**config.mk**
```make
export PLATFORM = sky130hd
export DESIGN_NAME = bus_xfer_seq
export DESIGN_NICKNAME = d
export VERILOG_FILES = /design/src/rtl/bus_xfer_pkg.sv /design/src/rtl/bxs_resp_sample.sv /design/src/rtl/bxs_progress.sv /design/src/rtl/bxs_lane_gen.sv /design/src/rtl/bus_xfer_seq.sv
export SDC_FILE = /design/constraint.sdc
export NUM_CORES = 1
export LEC_CHECK = 0
export ABC_AREA = 1
export ABC_CLOCK_PERIOD_IN_PS = 4900
export BUFFER_PORTS_ARGS = -buffer_cell sky130_fd_sc_hd__clkbuf_2
export CAP_MARGIN = 0
export CORE_ASPECT_RATIO = 2
export CORE_UTILIZATION = 42
export DETAILED_ROUTE_END_ITERATION = 8
export GPL_TIMING_DRIVEN = 1
export SLEW_MARGIN = 20
export SYNTH_ARGS = -nofsm -noshare
export SYNTH_HDL_FRONTEND = slang
export SYNTH_SLANG_ARGS = --single-unit
```
**constraint.sdc**
```tcl
create_clock -name clk -period 4.9 [get_ports clk]
set_input_delay 0 -clock clk [delete_from_list [all_inputs] [get_ports clk]]
set_output_delay 0 -clock clk [all_outputs]
set_load 0.05 [all_outputs]
```
**src/rtl/bus_xfer_pkg.sv**
```systemverilog
package bus_xfer_pkg;

    localparam int unsigned LANES       = 4;
    localparam int unsigned LANE_W      = $clog2(LANES);
    localparam int unsigned LINE_BEATS  = 4;
    localparam int unsigned BEAT_W      = $clog2(LINE_BEATS);
    localparam int unsigned LINE_OFF_W  = LANE_W + BEAT_W;
    localparam int unsigned SIZE_W      = 3;

    typedef enum logic [1:0] {
        ST_IDLE = 2'd0,
        ST_ADDR = 2'd1,
        ST_DATA = 2'd2
    } seq_state_e;

    // value equals log2 of bytes moved per transfer
    typedef enum logic [1:0] {
        PW_8  = 2'd0,
        PW_16 = 2'd1,
        PW_32 = 2'd2
    } port_width_e;

    typedef struct packed {
        logic        cache_ok_n;
        logic        port8_n;
        logic        port16_n;
    } resp_t;

    typedef struct packed {
        logic        fill;
        port_width_e width;
    } plan_t;

    function automatic plan_t decode_plan(input resp_t r, input logic is_write);
        plan_t p;
        if (!r.port8_n)       p.width = PW_8;
        else if (!r.port16_n) p.width = PW_16;
        else                  p.width = PW_32;
        p.fill = !r.cache_ok_n && !is_write && (p.width == PW_32);
        return p;
    endfunction

endpackage

```
**src/rtl/bxs_resp_sample.sv**
```systemverilog
module bxs_resp_sample
    import bus_xfer_pkg::*;
(
    input  logic  clk,
    input  logic  rst,
    input  logic  sample_en,
    input  logic  clear,
    input  resp_t resp_i,
    output resp_t resp_o,
    output logic  valid_o
);

    resp_t resp_q;
    logic  valid_q;

    always_ff @(posedge clk) begin
        if (rst) begin
            resp_q  <= '1;
            valid_q <= 1'b0;
        end else begin
            if (sample_en) resp_q <= resp_i;
            if (clear)          valid_q <= 1'b0;
            else if (sample_en) valid_q <= 1'b1;
        end
    end

    assign resp_o  = resp_q;
    assign valid_o = valid_q;

    AST_CLEAR_DROPS_VALID: assert property (@(posedge clk) disable iff (rst)
        clear |=> !valid_o);

    AST_SAMPLE_SETS_VALID: assert property (@(posedge clk) disable iff (rst)
        (sample_en && !clear) |=> valid_o);

endmodule

```
**src/rtl/bxs_progress.sv**
```systemverilog
module bxs_progress
    import bus_xfer_pkg::*;
#(
    parameter int unsigned AW = 32
) (
    input  logic              clk,
    input  logic              rst,
    input  logic              load,
    input  logic [AW-1:0]     addr_i,
    input  logic [SIZE_W-1:0] size_i,
    input  logic              advance,
    input  logic              fill_i,
    input  port_width_e       width_i,
    output logic [AW-1:0]     ptr_o,
    output logic [AW-1:0]     end_o,
    output logic [BEAT_W-1:0] beat_o,
    output logic              last_o
);

    logic [AW-1:0]     ptr_q, end_q, ptr_nxt;
    logic [BEAT_W-1:0] beat_q;
    logic [1:0]        k;

    assign k       = width_i;
    assign ptr_nxt = ((ptr_q >> k) + AW'(1)) << k;

    always_ff @(posedge clk) begin
        if (rst) begin
            ptr_q  <= '0;
            end_q  <= '0;
            beat_q <= '0;
        end else if (load) begin
            ptr_q  <= addr_i;
            end_q  <= addr_i + (AW'(1) << size_i) - AW'(1);
            beat_q <= '0;
        end else if (advance) begin
            beat_q <= beat_q + BEAT_W'(1);
            if (!fill_i) ptr_q <= ptr_nxt;
        end
    end

    always_comb begin
        if (fill_i) last_o = (beat_q == BEAT_W'(LINE_BEATS - 1));
        else        last_o = ((ptr_q >> k) == (end_q >> k));
    end

    assign ptr_o  = ptr_q;
    assign end_o  = end_q;
    assign beat_o = beat_q;

    AST_FILL_BEAT_BOUND: assert property (@(posedge clk) disable iff (rst)
        (advance && fill_i) |-> (beat_q != BEAT_W'(LINE_BEATS - 1)));

    AST_PTR_WITHIN_REQ: assert property (@(posedge clk) disable iff (rst)
        (advance && !fill_i) |=> (ptr_q <= end_q));

endmodule

```
**src/rtl/bxs_lane_gen.sv**
```systemverilog
module bxs_lane_gen
    import bus_xfer_pkg::*;
#(
    parameter int unsigned AW = 32
) (
    input  logic [AW-1:0]     ptr_i,
    input  logic [AW-1:0]     end_i,
    input  logic [BEAT_W-1:0] beat_i,
    input  logic              fill_i,
    input  port_width_e       width_i,
    output logic [AW-1:0]     addr_o,
    output logic [LANES-1:0]  lanes_o
);

    logic [1:0]    kl;
    logic [AW-1:0] mask, piece_end, hi;

    assign kl        = width_i;
    assign mask      = (AW'(1) << kl) - AW'(1);
    assign piece_end = ptr_i | mask;
    assign hi        = (piece_end > end_i) ? end_i : piece_end;

    logic [LANES-1:0] span;

    for (genvar i = 0; i < LANES; i++) begin : g_lane
        logic [AW-1:0] byte_addr;
        assign byte_addr = {ptr_i[AW-1:LANE_W], LANE_W'(i)};
        assign span[i]   = (byte_addr >= ptr_i) && (byte_addr <= hi);
    end

    always_comb begin
        if (fill_i) begin
            addr_o  = {ptr_i[AW-1:LINE_OFF_W],
                       ptr_i[LINE_OFF_W-1:LANE_W] ^ beat_i,
                       {LANE_W{1'b0}}};
            lanes_o = '1;
        end else begin
            addr_o  = {ptr_i[AW-1:LANE_W], {LANE_W{1'b0}}};
            lanes_o = span;
        end
    end

endmodule

```
**src/rtl/bus_xfer_seq.sv**
```systemverilog
module bus_xfer_seq
    import bus_xfer_pkg::*;
#(
    parameter int unsigned AW = 32
) (
    input  logic              clk,
    input  logic              rst,
    input  logic              req_valid_i,
    input  logic [AW-1:0]     req_addr_i,
    input  logic [SIZE_W-1:0] req_size_i,
    input  logic              req_write_i,
    output logic              busy_o,
    output logic              done_o,
    output logic              cyc_start_o,
    output logic [AW-1:0]     xfer_addr_o,
    output logic [LANES-1:0]  lane_en_o,
    output logic              last_xfer_n_o,
    input  logic              cache_ok_n_i,
    input  logic              port8_n_i,
    input  logic              port16_n_i,
    input  logic              ack_n_i,
    input  logic              burst_ack_n_i
);

    seq_state_e        state_q, state_d;
    plan_t             plan_q, plan_now;
    logic              locked_q, write_q, done_q;
    resp_t             resp_in, resp_q;
    logic              resp_vld;
    logic              in_data, ack_any, ack_seen, single_ack;
    logic              load, advance, is_last;
    logic [AW-1:0]     ptr, end_addr;
    logic [BEAT_W-1:0] beat;
    port_width_e       lane_w;
    logic              lane_fill;

    always_comb begin
        resp_in.cache_ok_n = cache_ok_n_i;
        resp_in.port8_n    = port8_n_i;
        resp_in.port16_n   = port16_n_i;
    end

    assign in_data    = (state_q == ST_DATA);
    assign ack_any    = !ack_n_i || !burst_ack_n_i;
    assign single_ack = !ack_n_i;
    assign ack_seen   = in_data && resp_vld && ack_any;
    assign load       = (state_q == ST_IDLE) && req_valid_i;
    assign plan_now   = locked_q ? plan_q : decode_plan(resp_q, write_q);
    assign advance    = ack_seen && !is_last;

    always_comb begin
        state_d = state_q;
        unique case (state_q)
            ST_IDLE: if (req_valid_i) state_d = ST_ADDR;
            ST_ADDR: state_d = ST_DATA;
            ST_DATA: begin
                if (ack_seen) begin
                    if (is_last)         state_d = ST_IDLE;
                    else if (single_ack) state_d = ST_ADDR;
                end
            end
            default: state_d = ST_IDLE;
        endcase
    end

    always_ff @(posedge clk) begin
        if (rst) begin
            state_q  <= ST_IDLE;
            plan_q   <= '0;
            locked_q <= 1'b0;
            write_q  <= 1'b0;
            done_q   <= 1'b0;
        end else begin
            state_q <= state_d;
            done_q  <= ack_seen && is_last;
            if (load) begin
                write_q  <= req_write_i;
                locked_q <= 1'b0;
            end else if (ack_seen && !locked_q) begin
                locked_q <= 1'b1;
                plan_q   <= plan_now;
            end
        end
    end

    bxs_resp_sample u_resp (
        .clk       (clk),
        .rst       (rst),
        .sample_en (in_data),
        .clear     (state_q == ST_ADDR),
        .resp_i    (resp_in),
        .resp_o    (resp_q),
        .valid_o   (resp_vld)
    );

    bxs_progress #(.AW(AW)) u_prog (
        .clk     (clk),
        .rst     (rst),
        .load    (load),
        .addr_i  (req_addr_i),
        .size_i  (req_size_i),
        .advance (advance),
        .fill_i  (plan_now.fill),
        .width_i (plan_now.width),
        .ptr_o   (ptr),
        .end_o   (end_addr),
        .beat_o  (beat),
        .last_o  (is_last)
    );

    assign lane_w    = locked_q ? plan_q.width : PW_32;
    assign lane_fill = locked_q && plan_q.fill;

    bxs_lane_gen #(.AW(AW)) u_lanes (
        .ptr_i   (ptr),
        .end_i   (end_addr),
        .beat_i  (beat),
        .fill_i  (lane_fill),
        .width_i (lane_w),
        .addr_o  (xfer_addr_o),
        .lanes_o (lane_en_o)
    );

    assign busy_o        = (state_q != ST_IDLE);
    assign cyc_start_o   = (state_q == ST_ADDR);
    assign last_xfer_n_o = !(in_data && resp_vld && is_last);
    assign done_o        = done_q;

    AST_ADDR_PHASE_NOT_LAST: assert property (@(posedge clk) disable iff (rst)
        cyc_start_o |-> last_xfer_n_o);

    AST_IDLE_QUIET: assert property (@(posedge clk) disable iff (rst)
        !busy_o |-> (last_xfer_n_o && !cyc_start_o));

    AST_DONE_AFTER_FINAL: assert property (@(posedge clk) disable iff (rst)
        done_o |-> $past(!last_xfer_n_o && (!ack_n_i || !burst_ack_n_i)));

    AST_DONE_ONE_CLOCK: assert property (@(posedge clk) disable iff (rst)
        done_o |=> !done_o);

    AST_EARLY_ACK_IGNORED: assert property (@(posedge clk) disable iff (rst)
        (in_data && !resp_vld && ack_any) |=> (busy_o && !cyc_start_o && !done_o));

    AST_BURST_KEEPS_CYCLE: assert property (@(posedge clk) disable iff (rst)
        (ack_seen && ack_n_i && last_xfer_n_o) |=> (busy_o && !cyc_start_o));

    AST_SINGLE_REOPENS: assert property (@(posedge clk) disable iff (rst)
        (ack_seen && !ack_n_i && last_xfer_n_o) |=> cyc_start_o);

    AST_FILL_ALL_LANES: assert property (@(posedge clk) disable iff (rst)
        (busy_o && locked_q && plan_q.fill) |-> (lane_en_o == '1));

    AST_LANES_NONEMPTY: assert property (@(posedge clk) disable iff (rst)
        in_data |-> (lane_en_o != '0));

    AST_WRITE_NO_FILL: assert property (@(posedge clk) disable iff (rst)
        (busy_o && locked_q && write_q) |-> !plan_q.fill);

endmodule

```
# ---- Word level (Yosys, flattened, before mapping)
# Cells that the tools add are included.
dict set report totals {
  ff_bits 78
  inputBits 44
  out_inout_bits 40
}
dict set report op_classes {
  n_addsub 5
  n_lt_le_gt_ge 9
  eq_ne 9
  n_shift 5
  mux 16
  bitwise_logic 3
  n_reduce_logical 30
}
# cell n
set op_table {}
lappend op_table {{32-bit >= comparator} 4}
lappend op_table {{32-bit less-or-equal comparator} 4}
lappend op_table {{32-bit 2-to-1 mux} 4}
lappend op_table {{32-bit by 2-bit right shift with 32-bit output} 2}
lappend op_table {{32-bit by 1-bit adder with 32-bit output, second input constant} 1}
lappend op_table {{32-bit adder} 1}
lappend op_table {{32-bit == test} 1}
lappend op_table {{32-bit > comparator} 1}
lappend op_table {{32-bit OR} 1}
lappend op_table {{1-bit by 2-bit left shift with 32-bit output, first input constant} 1}
lappend op_table {{1-bit by 3-bit left shift with 32-bit output, first input constant} 1}
lappend op_table {{32-bit by 2-bit left shift with 32-bit output} 1}
lappend op_table {{32-bit by 1-bit subtractor with 32-bit output, second input constant} 1}
lappend op_table {{32-bit by 2-bit subtractor with 32-bit output, second input constant} 1}
lappend op_table {{1-bit logical AND} 14}
lappend op_table {{2-bit 2-to-1 mux} 7}
lappend op_table {{4-bit 2-to-1 mux} 2}
lappend op_table {{1-bit logical NOT} 7}
lappend op_table {{2-bit == test, second input constant} 3}
lappend op_table {{2-bit case mux with 3 select lines} 1}
lappend op_table {{2-bit by 1-bit inequality test with 1-bit output, second input constant} 2}
lappend op_table {{2-bit AND reduction} 2}
lappend op_table {{2-bit nonzero test} 2}
lappend op_table {{2-bit OR reduction} 2}
lappend op_table {{11 further kinds} 11}

# ---- Logic depth before layout (Yosys ltp)
dict set report depth {
  ltp_word 12
  depth_mapped 30
}

# ---- Hierarchy
# From an unflattened synthesis, not the netlist that was laid out.
dict set report unflattened {
  cells_unflattened 1894
  hier_area_um2 11028.1
}
# mod n_inst cells_per_inst area_per_inst_um2 seq_area_each_um2
set by_module_without_submodules {}
lappend by_module_without_submodules {bxs_progress 1 1422 8021.4 1321.3}
lappend by_module_without_submodules {bxs_lane_gen 1 379 2404.8 0.0}
lappend by_module_without_submodules {bus_xfer_seq 1 74 461.7 160.2}
lappend by_module_without_submodules {bxs_resp_sample 1 19 140.1 80.1}

# ---- Least setup slack after synthesis
# No wires, ideal clock.
dict set report synth_timing {
  path_type {register to output}
  startpoint {register locked_q}
  endpoint {output lane_en_o[3]}
  arrival_ns 4.763
  required_time_ns 4.900
  slack_ns 0.137
  stages_incl_launch_ff 29
  path_cell_list {dfxtp_1 > buf_6 > nand2_2 > buf_4 > clkbuf_1 > o21ai_0 > ha_1 > nand2_1 > o21ai_0 > nand4_1 > o211ai_1 > nand2_1 > nand2_1 > nand2_1 > nand2_1 > nand2_1 > clkbuf_1 > nand2_1 > o21ai_0 > ha_1 > nand2_1 > inv_1 > nand3_1 > nor3_1 > and2_1 > inv_1 > nor3_1 > inv_1 > o31ai_1}
}
dict set report synth_via {
  elab_chain_len 9
}
# element line_no
set synth_lines {}
lappend synth_lines {{start: declaration} bus_xfer_seq.sv:27} ;# logic locked_q, write_q, done_q;
lappend synth_lines {{start signal: assignment} bus_xfer_seq.sv:70} ;# locked_q <= 1'b0;
lappend synth_lines {{start signal: assignment} bus_xfer_seq.sv:78} ;# locked_q <= 1'b0;
lappend synth_lines {{start signal: assignment} bus_xfer_seq.sv:80} ;# locked_q <= 1'b1;
lappend synth_lines {{2-bit 2-to-1 mux} bus_xfer_seq.sv:111} ;# assign lane_w = locked_q ? plan_q.width : PW_32;
lappend synth_lines {{1-bit by 2-bit left shift with 32-bit output} bxs_lane_gen.sv:19} ;# assign mask = (AW'(1) << kl) - AW'(1);
lappend synth_lines {{32-bit by 2-bit subtractor with 32-bit output} bxs_lane_gen.sv:19}
lappend synth_lines {{32-bit OR} bxs_lane_gen.sv:20} ;# assign piece_end = ptr_i | mask;
lappend synth_lines {{32-bit > comparator} bxs_lane_gen.sv:21} ;# assign hi = (piece_end > end_i) ? end_i : piece_end;
lappend synth_lines {{32-bit 2-to-1 mux} bxs_lane_gen.sv:21}
lappend synth_lines {{32-bit less-or-equal comparator} bxs_lane_gen.sv:28} ;# assign span[i] = (byte_addr >= ptr_i) && (byte_addr <= hi);
lappend synth_lines {{1-bit logical AND} bxs_lane_gen.sv:28}
lappend synth_lines {{4-bit 2-to-1 mux (*)} bxs_lane_gen.sv:32} ;# if (fill_i) begin
lappend synth_lines {{end: declaration} bus_xfer_seq.sv:16} ;# output logic [LANES-1:0] lane_en_o,
# Mark *: on every way between the ends. The rest lies on a longest branch, timed or not.

# ---- Final worst setup path
dict set report layout_timing {
  startpoint {register u_prog.end_q[31], in the netlist u_prog.end_o[31]}
  endpoint {output lane_en_o[3]}
}
dict set report layout_via {
  elab_chain_len 5
}
# element line_no
set layout_lines {}
lappend layout_lines {{start: declaration} bxs_progress.sv:20} ;# logic [AW-1:0] ptr_q, end_q, ptr_nxt;
lappend layout_lines {{start signal: assignment} bxs_progress.sv:34} ;# end_q <= addr_i + (AW'(1) << size_i) - AW'(1);
lappend layout_lines {{32-bit > comparator} bxs_lane_gen.sv:21}
lappend layout_lines {{32-bit 2-to-1 mux (*)} bxs_lane_gen.sv:21}
lappend layout_lines {{32-bit less-or-equal comparator (*)} bxs_lane_gen.sv:28}
lappend layout_lines {{1-bit logical AND (*)} bxs_lane_gen.sv:28}
lappend layout_lines {{4-bit 2-to-1 mux (*)} bxs_lane_gen.sv:32}
# Marks and branches as above.

==> flow_summary_export.csv <==
group,metric,value,unit
die,initial_core_util,0.429,
die,io_pins,84,
die,coreArea,0.0284,sq mm
drt,via_count,15200,
sta,relSlewSlack,0.293,
placement,place_ws,0.274,ns
setup_path,endpoint,"lane_en_o[3]",
setup_path,r2r_cells,21,
setup_path,r2r_start,"plan_q[0]$_SDFFE_PP0P_",
setup_path,crit_start,"u_prog.end_o[31]$_SDFFE_PP0P_",
drt,drt-wirelength-per-cell,19.0,um
yosys,postSynthAreaPerCell,5.44,sq um
grt,grt_pass1_vias,14100,
run_status,status,"finished, final reports clean",
yosys,yosysSeqAreaShare,0.128,
finish,diodes,0,
pwr,pwr_density_cell,474,mW/mm^2
setup_path,path_max_fanout,25,
clock_tree,clk_latency,0.39,ns
drt,drt_first_pass_iters,7,
pwr,p_leak,6.93,nW
placement,gp_congestion,1.00,
drt,drt_iter0_drc,1620,
sta,fin_worst_skew,0.0104,ns
flow_run,drv_cap,0,
yosys,synthesis.instances,2239,
drt,via_per_inst,5.80,
setup_path,endpoint_kind,"primary output",
setup_path,worstSetupPathType,"reg2out",
placement,hpwl,39000,um
finish,most-common-layout-cells,"nand2_1, nand3_1, inv_1",
yosys,ys.flop_type,"dfxtp_1",
finish,area_delta_synth_final,8.13,%
finish,layout.nets,2402,
clock_tree,cts_tree,"built",
drt,antenna_left,0,
sta,slew_viol_final,0,
clock_tree,clkSinkCount,78,
finish,final_common_cell,"nand2_1",
grt,grt_antenna_before_repair,1,
yosys,yosys_warnings,0,
grt,grt_max_degree,106,
worst_hold_path,min_from,"req_addr_i[22]",
drt,route.detailed.drc,0,
yosys,synth-seq-cells,78,
worst_hold_path,hp-class,"in2reg",
drt,drt-total-wl,49600,um
sta,setup_viol,0,
setup_path,cp.arrival,4.65,ns
yosys,netlist-cell-type-count,47,
die,die_y,243,um
yosys,async_flop_share,0,
grt,grt_pass1_wl,76100,um
sta,finalSetupTns,0,ns
die,die_w,122,um
die,die-area,0.0297,sq mm
clock_tree,clk_pin_slew_worst_paths,0.07,ns
sta,hold_viol,0,
grt,overflow,0,
clock_tree,cts_buffer_depth,2,
setup_path,cp-start-kind,"register",
sta,max_freq,215,MHz
die,row_count,87,
grt,grtUsageTotal,0.337,
sta,worst_slack,0.248,ns
clock_tree,cts_made_buffers,9,
finish,drive_gt1_frac,0.0753,
clock_tree,clockRootBuffer,"clkbuf_16",
setup_path,r2r_end,"u_prog.ptr_o[31]$_SDFFE_PP0P_",
placement,io_buffers,81,
finish,utilization,0.464,
pwr,peakVddDrop,0.276,mV
sta,period_share,0.949,
setup_path,cp.required,4.90,ns
sta,post-route-min-period,4.65,ns
setup_path,reg2reg_setup_slack,0.82,ns
yosys,syn_area,0.0122,sq mm
sta,tightest_slew,1.06,ns
pwr,p_total,0.00625,W
clock_tree,htreeDepth,3,
yosys,synth_edf_count,0,
worst max-delay path, cell delays in order, from the launching register on:
cell and delay [ns]:
dfxtp_1 0.40, inv_1 0.08, ha_1 0.30, nand2_1 0.08, nor2_1 0.17, nand4_1 0.33, nor4_4 0.30, nand3_1 0.13
nand2_2 0.10, buf_4 0.27, o21ai_0 0.13, ha_1 0.30, nand2_1 0.05, inv_1 0.07, nand3_1 0.09, nor3_1 0.15
buf_4 0.18, and2_1 0.23, inv_1 0.08, nor3_2 0.21, inv_1 0.09, o31ai_2 0.34, buf_12 0.18
metal layers:
metal / share of wire / vias to the layer above / track usage / wire [um]
met4: 0.069 / 0 / 0.227 / 3440
met1: 0.38 / 6900 / 0.389 / 18700
met5: 0 / - / 0 / 0
met2: 0.49 / 719 / 0.562 / 24100
met3: 0.068 / 189 / 0.0477 / 3380
li1: - / 7372 / - / -
stage by stage:
| stage | std cells | hold WS, ns | cell area, sq um |
|---|---|---|---|
| final | 2615 | 0.00738 | 13200 |
| after CTS | 2615 | 0.00798 | 13100 |
| after global placement | 2594 | 0.235 | 12800 |
| after detailed placement | 2594 | 0.242 | 12800 |
| after floorplan | 2240 | 0.126 | 12200 |
| after global routing | 2615 | 0.0388 | 13200 |
synthesized netlist by cell type (2+ instances only):
library cell / n / area (sq um)
nand2_1: 674 / 2530
nand3_1: 468 / 2340
inv_1: 245 / 920
nor2_1: 188 / 706
o21ai_0: 111 / 556
ha_1: 103 / 1290
a21oi_1: 97 / 485
dfxtp_1: 78 / 1560
buf_4: 40 / 300
clkbuf_1: 38 / 143
buf_2: 37 / 185
xor2_1: 22 / 193
o211ai_1: 21 / 158
nand4_1: 14 / 87.6
nor3_1: 11 / 55.1
xnor2_1: 8 / 70.1
a31oi_1: 7 / 43.8
buf_1: 7 / 26.3
buf_6: 7 / 78.8
nand3b_1: 6 / 45.0
o21a_1: 6 / 45.0
inv_2: 4 / 15.0
o21bai_1: 4 / 30.0
or2_2: 4 / 25.0
a21boi_0: 3 / 22.5
and2_1: 3 / 18.8
clkinv_1: 3 / 11.3
nand2_2: 3 / 18.8
nor4_1: 3 / 18.8
o221ai_1: 3 / 26.3
a21o_1: 2 / 15.0
a221oi_1: 2 / 17.5
o22ai_1: 2 / 12.5
o31ai_1: 2 / 15.0
report_power, final:
part	switching [W]	internal (W)	total, W
Sequential	0.000162	0.000743	0.000905
Clock	0.000362	0.000361	0.000722
Combinational	0.00313	0.00149	0.00462
Total	0.00365	0.00259	0.00625
worst min path at each step:
| stage | end | depth (start not counted) |
|---|---|---|
| 3_3_place_gp | u_resp.resp_o[2]$_SDFFE_PP1N_ | 3 |
| 5_1_grt | u_prog.end_o[0]$_SDFFE_PP0P_ | 4 |
| 2_1_floorplan | u_resp.resp_o[2]$_SDFFE_PP1N_ | 2 |
| 6_report | u_prog.ptr_o[22]$_SDFFE_PP0P_ | 5 |
| 3_5_place_dp | u_resp.resp_o[0]$_SDFFE_PP1N_ | 3 |
| 4_1_cts | u_prog.ptr_o[22]$_SDFFE_PP0P_ | 5 |
kinds of logic (layout without fill, tap and decap cells):
logic type      after synthesis  in the layout  synth area share
buf+inv                     382            401             0.138
fa+ha+maj                   104            104             0.107
other cells                   1              2          0.000308
simple gates               1379           1379             0.484
flops                        78             78             0.128
xor+xnor                     30             30            0.0216
compound gates              265            265             0.120
layout make-up:
class	count	area (sq um)
Clock buffer	9	225
Clock inverter	7	71.3
Timing Repair Buffer	132	898
Tap cell	356	445
Sequential cell	78	1560
Fill cell	3186	15200
Multi-Input combinational cell	1780	9020
Inverter	253	952
registers in the layout (all words and copies together) (netlist names):
name / flops
u_prog.end_o: 32
u_prog.ptr_o: 32
plan_q: 3
u_resp.resp_o: 3
state_q: 2
u_prog.beat_o: 2
done_o: 1
locked_q: 1
u_resp.valid_o: 1
write_q: 1
repair_timing:
action                                  in CTS  in global routing
setup buffers                                0                  0
gates resized for setup                      2                  6
hold buffers                                 5                  0
hold endpoints to repair                     5                  0
endpoints found under the setup margin       4                  4
pin swaps                                    0                  0
(Power assumes the default switching activity.)
